`config.mk`:
```
export PLATFORM = sky130hd
export DESIGN_NAME = pin_shutdown_ctrl
export DESIGN_NICKNAME = d
export VERILOG_FILES = /design/src/rtl/eos_pkg.sv /design/src/rtl/eos_sync.sv /design/src/rtl/eos_in_det.sv /design/src/rtl/eos_out_det.sv /design/src/rtl/pin_shutdown_ctrl.sv
export SDC_FILE = /design/constraint.sdc
export NUM_CORES = 1
export LEC_CHECK = 0
export BUFFER_PORTS_ARGS = -buffer_cell sky130_fd_sc_hd__buf_2
export CAP_MARGIN = 20
export CELL_PAD_IN_SITES_DETAIL_PLACEMENT = 0
export CELL_PAD_IN_SITES_GLOBAL_PLACEMENT = 1
export CORE_MARGIN = 2
export CORE_UTILIZATION = 30
export CTS_BUF_LIST = sky130_fd_sc_hd__clkbuf_8 sky130_fd_sc_hd__clkbuf_16
export CTS_CLUSTER_SIZE = 30
export DETAILED_ROUTE_END_ITERATION = 10
export GPL_TIMING_DRIVEN = 0
export MAX_ROUTING_LAYER = met4
export PLACE_DENSITY_LB_ADDON = 0.3
export RECOVER_POWER = 50
export SYNTH_ARGS = -nofsm -noshare
export SYNTH_HDL_FRONTEND = slang
export SYNTH_SLANG_ARGS = --single-unit
```
`constraint.sdc`:
```
create_clock -name clk_i -period 1.8 [get_ports clk_i]
set_clock_uncertainty 0.05 [all_clocks]
set_input_delay 0.54 -clock clk_i [delete_from_list [all_inputs] [get_ports clk_i]]
set_output_delay 0.54 -clock clk_i [all_outputs]
set_load 0.1 [all_outputs]
```
`src/rtl/eos_pkg.sv`:
```
`timescale 1ns/1ps
package eos_pkg;
  localparam int REG_W          = 16;
  localparam int IN_FLAG_LSB    = 12;
  localparam int OUT_FLAG_BIT   = 15;
  localparam int OUT_CMP_EN_BIT = 9;

  typedef enum logic {
    REG_IN_STAT  = 1'b0,
    REG_OUT_STAT = 1'b1
  } eos_reg_e;
endpackage

```
`src/rtl/eos_sync.sv`:
```
`timescale 1ns/1ps
module eos_sync #(
  parameter int   W       = 4,
  parameter logic RST_VAL = 1'b1
) (
  input  logic         clk_i,
  input  logic         rst_ni,
  input  logic [W-1:0] d_i,
  output logic [W-1:0] q_o
);
  logic [W-1:0] s1_q, s2_q;

  always_ff @(posedge clk_i or negedge rst_ni) begin
    if (!rst_ni) begin
      s1_q <= {W{RST_VAL}};
      s2_q <= {W{RST_VAL}};
    end else begin
      s1_q <= d_i;
      s2_q <= s1_q;
    end
  end

  assign q_o = s2_q;
endmodule

```
`src/rtl/eos_in_det.sv`:
```
`timescale 1ns/1ps
module eos_in_det #(
  parameter int N = 4
) (
  input  logic         clk_i,
  input  logic         rst_ni,
  input  logic [N-1:0] fault_n_i,
  input  logic [N-1:0] det_en_i,
  input  logic         rd_i,
  input  logic         wr_i,
  input  logic [N-1:0] keep_i,
  output logic [N-1:0] flags_o
);
  logic [N-1:0] lvl, prev_q, fall, flag_q, arm_q;

  eos_sync #(.W(N), .RST_VAL(1'b1)) u_sync (
    .clk_i  (clk_i),
    .rst_ni (rst_ni),
    .d_i    (fault_n_i),
    .q_o    (lvl)
  );

  always_ff @(posedge clk_i or negedge rst_ni) begin
    if (!rst_ni) prev_q <= '1;
    else         prev_q <= lvl;
  end

  assign fall = prev_q & ~lvl & det_en_i;

  for (genvar i = 0; i < N; i++) begin : g_flag
    always_ff @(posedge clk_i or negedge rst_ni) begin
      if (!rst_ni) begin
        flag_q[i] <= 1'b0;
        arm_q[i]  <= 1'b0;
      end else begin
        // detection wins over a clear landing in the same cycle
        if (fall[i])                             flag_q[i] <= 1'b1;
        else if (wr_i && arm_q[i] && !keep_i[i]) flag_q[i] <= 1'b0;
        if (wr_i)      arm_q[i] <= 1'b0;
        else if (rd_i) arm_q[i] <= flag_q[i];
      end
    end

    a_r4_flag_sticky: assert property (@(posedge clk_i) disable iff (!rst_ni)
      (flag_q[i] && !wr_i) |=> flag_q[i]);
    a_r5_write_one_keeps: assert property (@(posedge clk_i) disable iff (!rst_ni)
      (flag_q[i] && wr_i && keep_i[i]) |=> flag_q[i]);
    a_r3_set_needs_enable: assert property (@(posedge clk_i) disable iff (!rst_ni)
      $rose(flag_q[i]) |-> $past(det_en_i[i]));
  end

  assign flags_o = flag_q;
endmodule

```
`src/rtl/eos_out_det.sv`:
```
`timescale 1ns/1ps
module eos_out_det #(
  parameter int NPAIR = 3,
  localparam int NPIN = 2 * NPAIR
) (
  input  logic            clk_i,
  input  logic            rst_ni,
  input  logic [NPIN-1:0] pin_drive_i,
  input  logic            rd_i,
  input  logic            wr_i,
  input  logic            keep_i,
  input  logic            en_wdata_i,
  output logic            flag_o,
  output logic            cmp_en_o
);
  logic [NPAIR-1:0] pair_hit;
  logic flag_q, arm_q, cmp_en_q, all_high, clr_ok;

  for (genvar p = 0; p < NPAIR; p++) begin : g_pair
    assign pair_hit[p] = pin_drive_i[2*p] & pin_drive_i[2*p+1];
  end

  assign all_high = &pin_drive_i;
  // compare must already be off and every pin driving high
  assign clr_ok   = wr_i && arm_q && !keep_i && !cmp_en_q && all_high;

  always_ff @(posedge clk_i or negedge rst_ni) begin
    if (!rst_ni) begin
      flag_q   <= 1'b0;
      arm_q    <= 1'b0;
      cmp_en_q <= 1'b0;
    end else begin
      if (cmp_en_q && |pair_hit) flag_q <= 1'b1;
      else if (clr_ok)           flag_q <= 1'b0;
      if (wr_i)      arm_q <= 1'b0;
      else if (rd_i) arm_q <= flag_q;
      if (wr_i) cmp_en_q <= en_wdata_i;
    end
  end

  a_r9_clear_guarded: assert property (@(posedge clk_i) disable iff (!rst_ni)
    $fell(flag_q) |-> $past(!cmp_en_q && all_high && wr_i));
  a_r8_set_needs_cmp_en: assert property (@(posedge clk_i) disable iff (!rst_ni)
    $rose(flag_q) |-> $past(cmp_en_q));

  assign flag_o   = flag_q;
  assign cmp_en_o = cmp_en_q;
endmodule

```
`src/rtl/pin_shutdown_ctrl.sv`:
```
`timescale 1ns/1ps
module pin_shutdown_ctrl
  import eos_pkg::*;
#(
  parameter int NUM_IN   = 4,
  parameter int NUM_PAIR = 3,
  localparam int NUM_PIN = 2 * NUM_PAIR
) (
  input  logic               clk_i,
  input  logic               rst_ni,
  input  logic [NUM_IN-1:0]  fault_req_ni,
  input  logic [NUM_PIN-1:0] pin_drive_i,
  input  logic               reg_sel_i,
  input  logic               reg_rd_i,
  input  logic               reg_wr_i,
  input  logic [REG_W-1:0]   reg_wdata_i,
  output logic [REG_W-1:0]   reg_rdata_o,
  output logic [NUM_PIN-1:0] pin_oe_o
);
  logic sel_out, rd_in, wr_in, rd_out, wr_out;
  logic [NUM_IN-1:0] det_en_q, in_flags;
  logic out_flag, cmp_en, hiz;
  logic unused_wdata;

  assign sel_out = (eos_reg_e'(reg_sel_i) == REG_OUT_STAT);
  assign rd_in   = reg_rd_i && !sel_out;
  assign wr_in   = reg_wr_i && !sel_out;
  assign rd_out  = reg_rd_i && sel_out;
  assign wr_out  = reg_wr_i && sel_out;
  assign unused_wdata = ^reg_wdata_i;

  always_ff @(posedge clk_i or negedge rst_ni) begin
    if (!rst_ni)    det_en_q <= '0;
    else if (wr_in) det_en_q <= reg_wdata_i[NUM_IN-1:0];
  end

  eos_in_det #(.N(NUM_IN)) u_in_det (
    .clk_i     (clk_i),
    .rst_ni    (rst_ni),
    .fault_n_i (fault_req_ni),
    .det_en_i  (det_en_q),
    .rd_i      (rd_in),
    .wr_i      (wr_in),
    .keep_i    (reg_wdata_i[IN_FLAG_LSB +: NUM_IN]),
    .flags_o   (in_flags)
  );

  eos_out_det #(.NPAIR(NUM_PAIR)) u_out_det (
    .clk_i       (clk_i),
    .rst_ni      (rst_ni),
    .pin_drive_i (pin_drive_i),
    .rd_i        (rd_out),
    .wr_i        (wr_out),
    .keep_i      (reg_wdata_i[OUT_FLAG_BIT]),
    .en_wdata_i  (reg_wdata_i[OUT_CMP_EN_BIT]),
    .flag_o      (out_flag),
    .cmp_en_o    (cmp_en)
  );

  assign hiz      = (|in_flags) | out_flag;
  assign pin_oe_o = {NUM_PIN{~hiz}};

  always_comb begin
    reg_rdata_o = '0;
    if (sel_out) begin
      reg_rdata_o[OUT_FLAG_BIT]   = out_flag;
      reg_rdata_o[OUT_CMP_EN_BIT] = cmp_en;
    end else begin
      reg_rdata_o[IN_FLAG_LSB +: NUM_IN] = in_flags;
      reg_rdata_o[NUM_IN-1:0]            = det_en_q;
    end
  end

  a_r6_release_only_by_write: assert property (@(posedge clk_i) disable iff (!rst_ni)
    $rose(pin_oe_o[0]) |-> $past(reg_wr_i));
  a_r2_pins_together: assert property (@(posedge clk_i) disable iff (!rst_ni)
    $countones(pin_oe_o) == 0 || $countones(pin_oe_o) == NUM_PIN);
endmodule

```
== Yosys cells after proc, flatten, opt, wreduce, memory -nomap -nowiden ==
Index checks and enable logic that the tools add are counted.
Widths: inputs -> output; s select.

* Bits in registers: 27
* Input port bits: 31
* Output and inout port bits: 22
* Word-level logic and storage cells: 80

* Muxes and demuxes: 24
* Bitwise logic cells: 8
* Reduce and logical (&&, ||, !) cells: 33

{| class="wikitable"
|+ Operators with widths
! operator !! count
|-
| $mux 1 || 22
|-
| $logic_and 1x1->1 || 17
|-
| $reduce_bool 2->1 || 7
|-
| $and 4x4->4 || 2
|-
| $logic_not 1->1 || 6
|-
| $reduce_and 6->1 || 1
|-
| $mux 4 || 1
|-
| $not 4->4 || 1
|-
| $reduce_or 4->1 || 1
|-
| $and 1x1->1 || 3
|-
| $mux 3 || 1
|-
| $reduce_or 3->1 || 1
|-
| $not 1->1 || 1
|-
| $or 1x1->1 || 1
|}

== Depth between registers and ports, before layout ==
* Word-level depth: 7
* Gate-level depth with buffers: 4
* Mapped depth without buffers: 3

== By module ==
A second synthesis with hierarchy kept.

* Cell total of the unflattened synthesis: 93
* Area, all modules: 1159.9 µm²

{| class="wikitable"
|+ By module, submodules not included
! module !! instances !! cells each !! area each (µm²) !! sequential area each (µm²)
|-
| eos_in_det || 1 || 34 || 450.4 || 305.3
|-
| pin_shutdown_ctrl || 1 || 38 || 349.1 || 100.1
|-
| eos_sync || 1 || 8 || 210.2 || 210.2
|-
| eos_out_det || 1 || 13 || 150.1 || 75.1
|}

== Worst setup path before layout ==
Ideal clock, no wire load.

* Path type: register -> output
* Start point: register u_in_det.flag_q[0], in the netlist u_in_det.flags_o[0]
* End point: output pin_oe_o[1]
* Arrival: 2795 ps
* Required time: 1210 ps
* Slack: -1585 ps
* Stages on the path, launching flop included: 4
* Cell sequence: dfrtp_1 > or4_1 > nor2_1 > buf_4

* Word-level cells in the longest chain between the ends: 3

{| class="wikitable"
|+ RTL lines
! item !! RTL line !! RTL
|-
| from (decl) || eos_in_det.sv:14 || <nowiki>logic [N-1:0] lvl, prev_q, fall, flag_q, arm_q;</nowiki>
|-
| from (signal, indexed assignment) || eos_in_det.sv:33 || <nowiki>flag_q[i] <= 1'b0;</nowiki>
|-
| from (signal, indexed assignment) || eos_in_det.sv:37 || <nowiki>if (fall[i]) flag_q[i] <= 1'b1;</nowiki>
|-
| from (signal, indexed assignment) || eos_in_det.sv:38 || <nowiki>else if (wr_i && arm_q[i] && !keep_i[i]) flag_q[i] <= 1'b0;</nowiki>
|-
| $reduce_or 4->1 || pin_shutdown_ctrl.sv:60 || <nowiki>assign hiz = (|in_flags) | out_flag;</nowiki>
|-
| $or 1x1->1 || pin_shutdown_ctrl.sv:60 ||
|-
| $not 1->1 || pin_shutdown_ctrl.sv:61 || <nowiki>assign pin_oe_o = {NUM_PIN{~hiz}};</nowiki>
|-
| to (decl) || pin_shutdown_ctrl.sv:18 || <nowiki>output logic [NUM_PIN-1:0] pin_oe_o</nowiki>
|}

Every way passes these cells.

== Final worst setup path ==
* Start point: register u_in_det.flag_q[3], in the netlist u_in_det.flags_o[3]
* End point: output pin_oe_o[1]

The elaborated chain is that of the path after synthesis.

==> flow_summary.ini <==
[route]
ant_nets = 0
drt_iter0_markers = 33
wl_um = 2600
vias_per_cell = 4.307
drcViolationCount = 0
vias = 913
wl_per_cell_um = 12.26
drt_pass1_iterations = 4

[setup_path]
worst-path-buf-inv = 2
cp.depth = 4
critPathArrivalTime_ps = 1750
r2r_slack_ps = 500
critPathMaxFanout = 6
start_kind = flip-flop
rr_worst_depth = 3
cpLargestDelayFamily = simple AND/OR/NAND/NOR gates
slowest_stage = or4_4
r2r_end = u_out_det.flag_o
path_cells = or4_4 -> nor2_4 -> buf_6 -> buf_12
worstSetupPathType = flip-flop to output pin
timing.critical_path.to = pin_oe_o[1]
endpoint_kind = output pin
crit_path_max_incr_delay_ps = 550
critPathLaunch = u_in_det.flags_o[3]
crit_required_ps = 1210
r2r-start = u_out_det.cmp_en_o

[grt]
grt_use_total_pct = 12.86
grt-ovfl-total = 0
grt_antenna_before_repair = 0
grt_pass1_wl_um = 4167
grt_pass1_vias = 932
grt_max_degree = 28

[synthesis]
yosys-top-cells-count = 21 x nand2_1, 15 x dfrtp_1, 12 x buf_4, 12 x dfstp_2, 12 x nor2b_1
ys_warn_count = 0
avgSynthCellArea_um2 = 10.52
yosysUniqueCellTypes = 26
ys_async_sr_fraction_pct = 100.0
synth_seq_cells = 27
synth.area.top_cells = dfrtp_1 32%, dfstp_2 27%, buf_4 7.6%, nand2_1 6.7%, nor2b_1 6.4%
synth_edf_count = 0
netlist.area_leader.share_pct = 31.85
synth_top_cell_by_area = dfrtp_1
synth_most_common_cell = nand2_1
synth_ff_type = dfrtp_1
synth-seq-area-share_pct = 58.60
synth_cells = 112
synth_area_um2 = 1179

[power]
p_sw_share_pct = 36.43
cellPowerDensity_nw_per_um2 = 948.1
p_leak_nw = 0.8311
p_seq_share_pct = 44.3
p_int_mw = 1.071
peakVddDrop_mv = 0.4553
p_sw_mw = 0.6136
combPwrFrac_pct = 35.9
clock_power_share_pct = 19.8

[sta]
finalCriticalPeriod_ps = 2335
finalSetupViolCount = 7
tightest_slew_ps = 1382
fmaxAchievable_mhz = 428.2
period_share_pct = 129.7
layout_setup_ws_ps = -535.1
slew_viol_final = 0
finalHoldViolations = 0
grt_setup_unrepaired = true
slew_headroom_pct = 7.870
whs_ps = 308.1

[placement]
dpl-instance-area_um2 = 1543
place_congestion = 0.7478
place_hpwl_um = 1802
pre_cts_ws_ps = -523.0
numPortBuffers = 37

[hold_path]
min_path_type = input pin to flip-flop
holdPathStages = 1

[floorplanning]
fp.dieH_um = 66.68
dieArea_um2 = 4446
core_um2 = 3716
fp.dieW_um = 66.68
rows = 22
io_pins = 53
start_util_pct = 31.72

[clock_tree]
root_buffer = clkbuf_8
htree_levels = 1
clk_latency_ps = 270
numCtsBuffers = 3
cts_tree = built
clk_pin_slew_ps = 90
clk_path_buf_depth = 2
cts.sinks = 27
cts_hold_buf = 0

[final_layout]
layout-area-overhead-vs-synth_pct = 50.74
n_fill_cell = 362
fin_util_pct = 47.81
nets = 196
final_area_um2 = 1777
layout-drive-gt1-share_pct = 51.83
n_antenna_cell = 0

[job]
maxCapViolations = 0

[outcome]
outcome = complete, but fails checks
violations = setup timing
==> power groups by stage <==
stage                     Clock [mW]  Sequential (mW)  Combinational, mW
after CTS                      0.351            0.748              0.575
after floorplan                    0            0.746              0.408
after detailed placement           0            0.767              0.488
after global placement             0            0.765              0.483
after global routing           0.367            0.761              0.639
final                          0.334            0.746              0.604
==> sequential cells by signal (all words and copies together), names as in the netlist <==
signal and flops:
det_en_q 4, u_in_det.flags_o 4, u_in_det.arm_q 4, u_in_det.u_sync.s1_q 4, u_out_det.flag_o 1, u_out_det.arm_q 1
u_in_det.u_sync.q_o 4, u_in_det.prev_q 4, u_out_det.cmp_en_o 1
==> how the worst min path moves through the flow <==
stage | from | to | slack [ps]
after floorplan | rst_ni | det_en_q[0] | 190
after global placement | u_in_det.u_sync.s1_q[3] | u_in_det.u_sync.q_o[3] | 300
after detailed placement | u_in_det.u_sync.s1_q[1] | u_in_det.u_sync.q_o[1] | 300
after CTS | rst_ni | det_en_q[1] | 230
after global routing | fault_req_ni[2] | u_in_det.u_sync.s1_q[2] | 300
final | fault_req_ni[1] | u_in_det.u_sync.s1_q[1] | 310
==> routing by layer <==
metal | vias up | part of all wire [%] | track usage, %
met3 | 4 | 4.4 | 1.689
met1 | 425 | 46 | 16.01
met5 | - | 0 | -
met4 | 0 | 1.3 | 5.357
met2 | 30 | 49 | 21.13
li1 | 454 | - | -
==> layout make-up <==
cell class | count | area (um2) | share of cell area [%]
Timing Repair Buffer | 42 | 365.4 | 20.56
Multi-Input combinational cell | 74 | 464.2 | 26.13
Clock buffer | 3 | 41.29 | 2.324
Sequential cell | 27 | 690.7 | 38.87
Clock inverter | 1 | 5.005 | 0.2817
Tap cell | 48 | 60.06 | 3.380
Inverter | 3 | 11.26 | 0.6338
Buffer | 14 | 138.9 | 7.817
==> cell usage in the layout (no fill, tap or decap), types with 3 or more instances in the layout <==
| cell type | netlist | routed |
|---|---|---|
| a21oi_1 | 5 | 5 |
| buf_12 | 0 | 8 |
| buf_2 | 1 | 21 |
| buf_4 | 12 | 16 |
| buf_6 | 0 | 9 |
| clkbuf_8 | 0 | 4 |
| conb_1 | 1 | 7 |
| dfrtp_1 | 15 | 15 |
| dfstp_2 | 12 | 12 |
| inv_1 | 3 | 3 |
| nand2_1 | 21 | 21 |
| nand2b_1 | 3 | 3 |
| nor2b_1 | 12 | 5 |
| nor2b_4 | 0 | 6 |
| o21ai_0 | 8 | 8 |
==> per-stage QoR <==
stage	setup TNS, ps	std cells	total power, mW
after detailed placement	-3673	203	1.256
after CTS	-3361	211	1.674
after global routing	-3817	212	1.767
after global placement	-3579	203	1.247
after floorplan	-4184	118	1.154
final	-3369	212	1.685
==> timing repair <==
item / in CTS / in global routing
endpoints found under the setup margin: 15 / 10
pin swaps: 2 / 0
resized for setup: 37 / 6
gates cloned: 0 / 0
buffers inserted: 4 / 1
==> worst reg2reg max path: stages, from the launching register on <==
cell      delay (ps)
dfrtp_1          410
or3b_2           450
nor4_1           190
a311oi_1          80
==> cell families (layout without fill, tap and decap cells) <==
logic type | Yosys count | in the layout | share of synthesized area (%)
and+or+nand+nor | 47 | 47 | 20.70
DFF | 27 | 27 | 58.60
AOI/OAI and AO/OA | 18 | 18 | 9.130
buffers and inverters | 17 | 63 | 9.341
muxes | 2 | 2 | 1.911
other | 1 | 7 | 0.3182
Note: power is estimated with default switching activity, not from simulation.
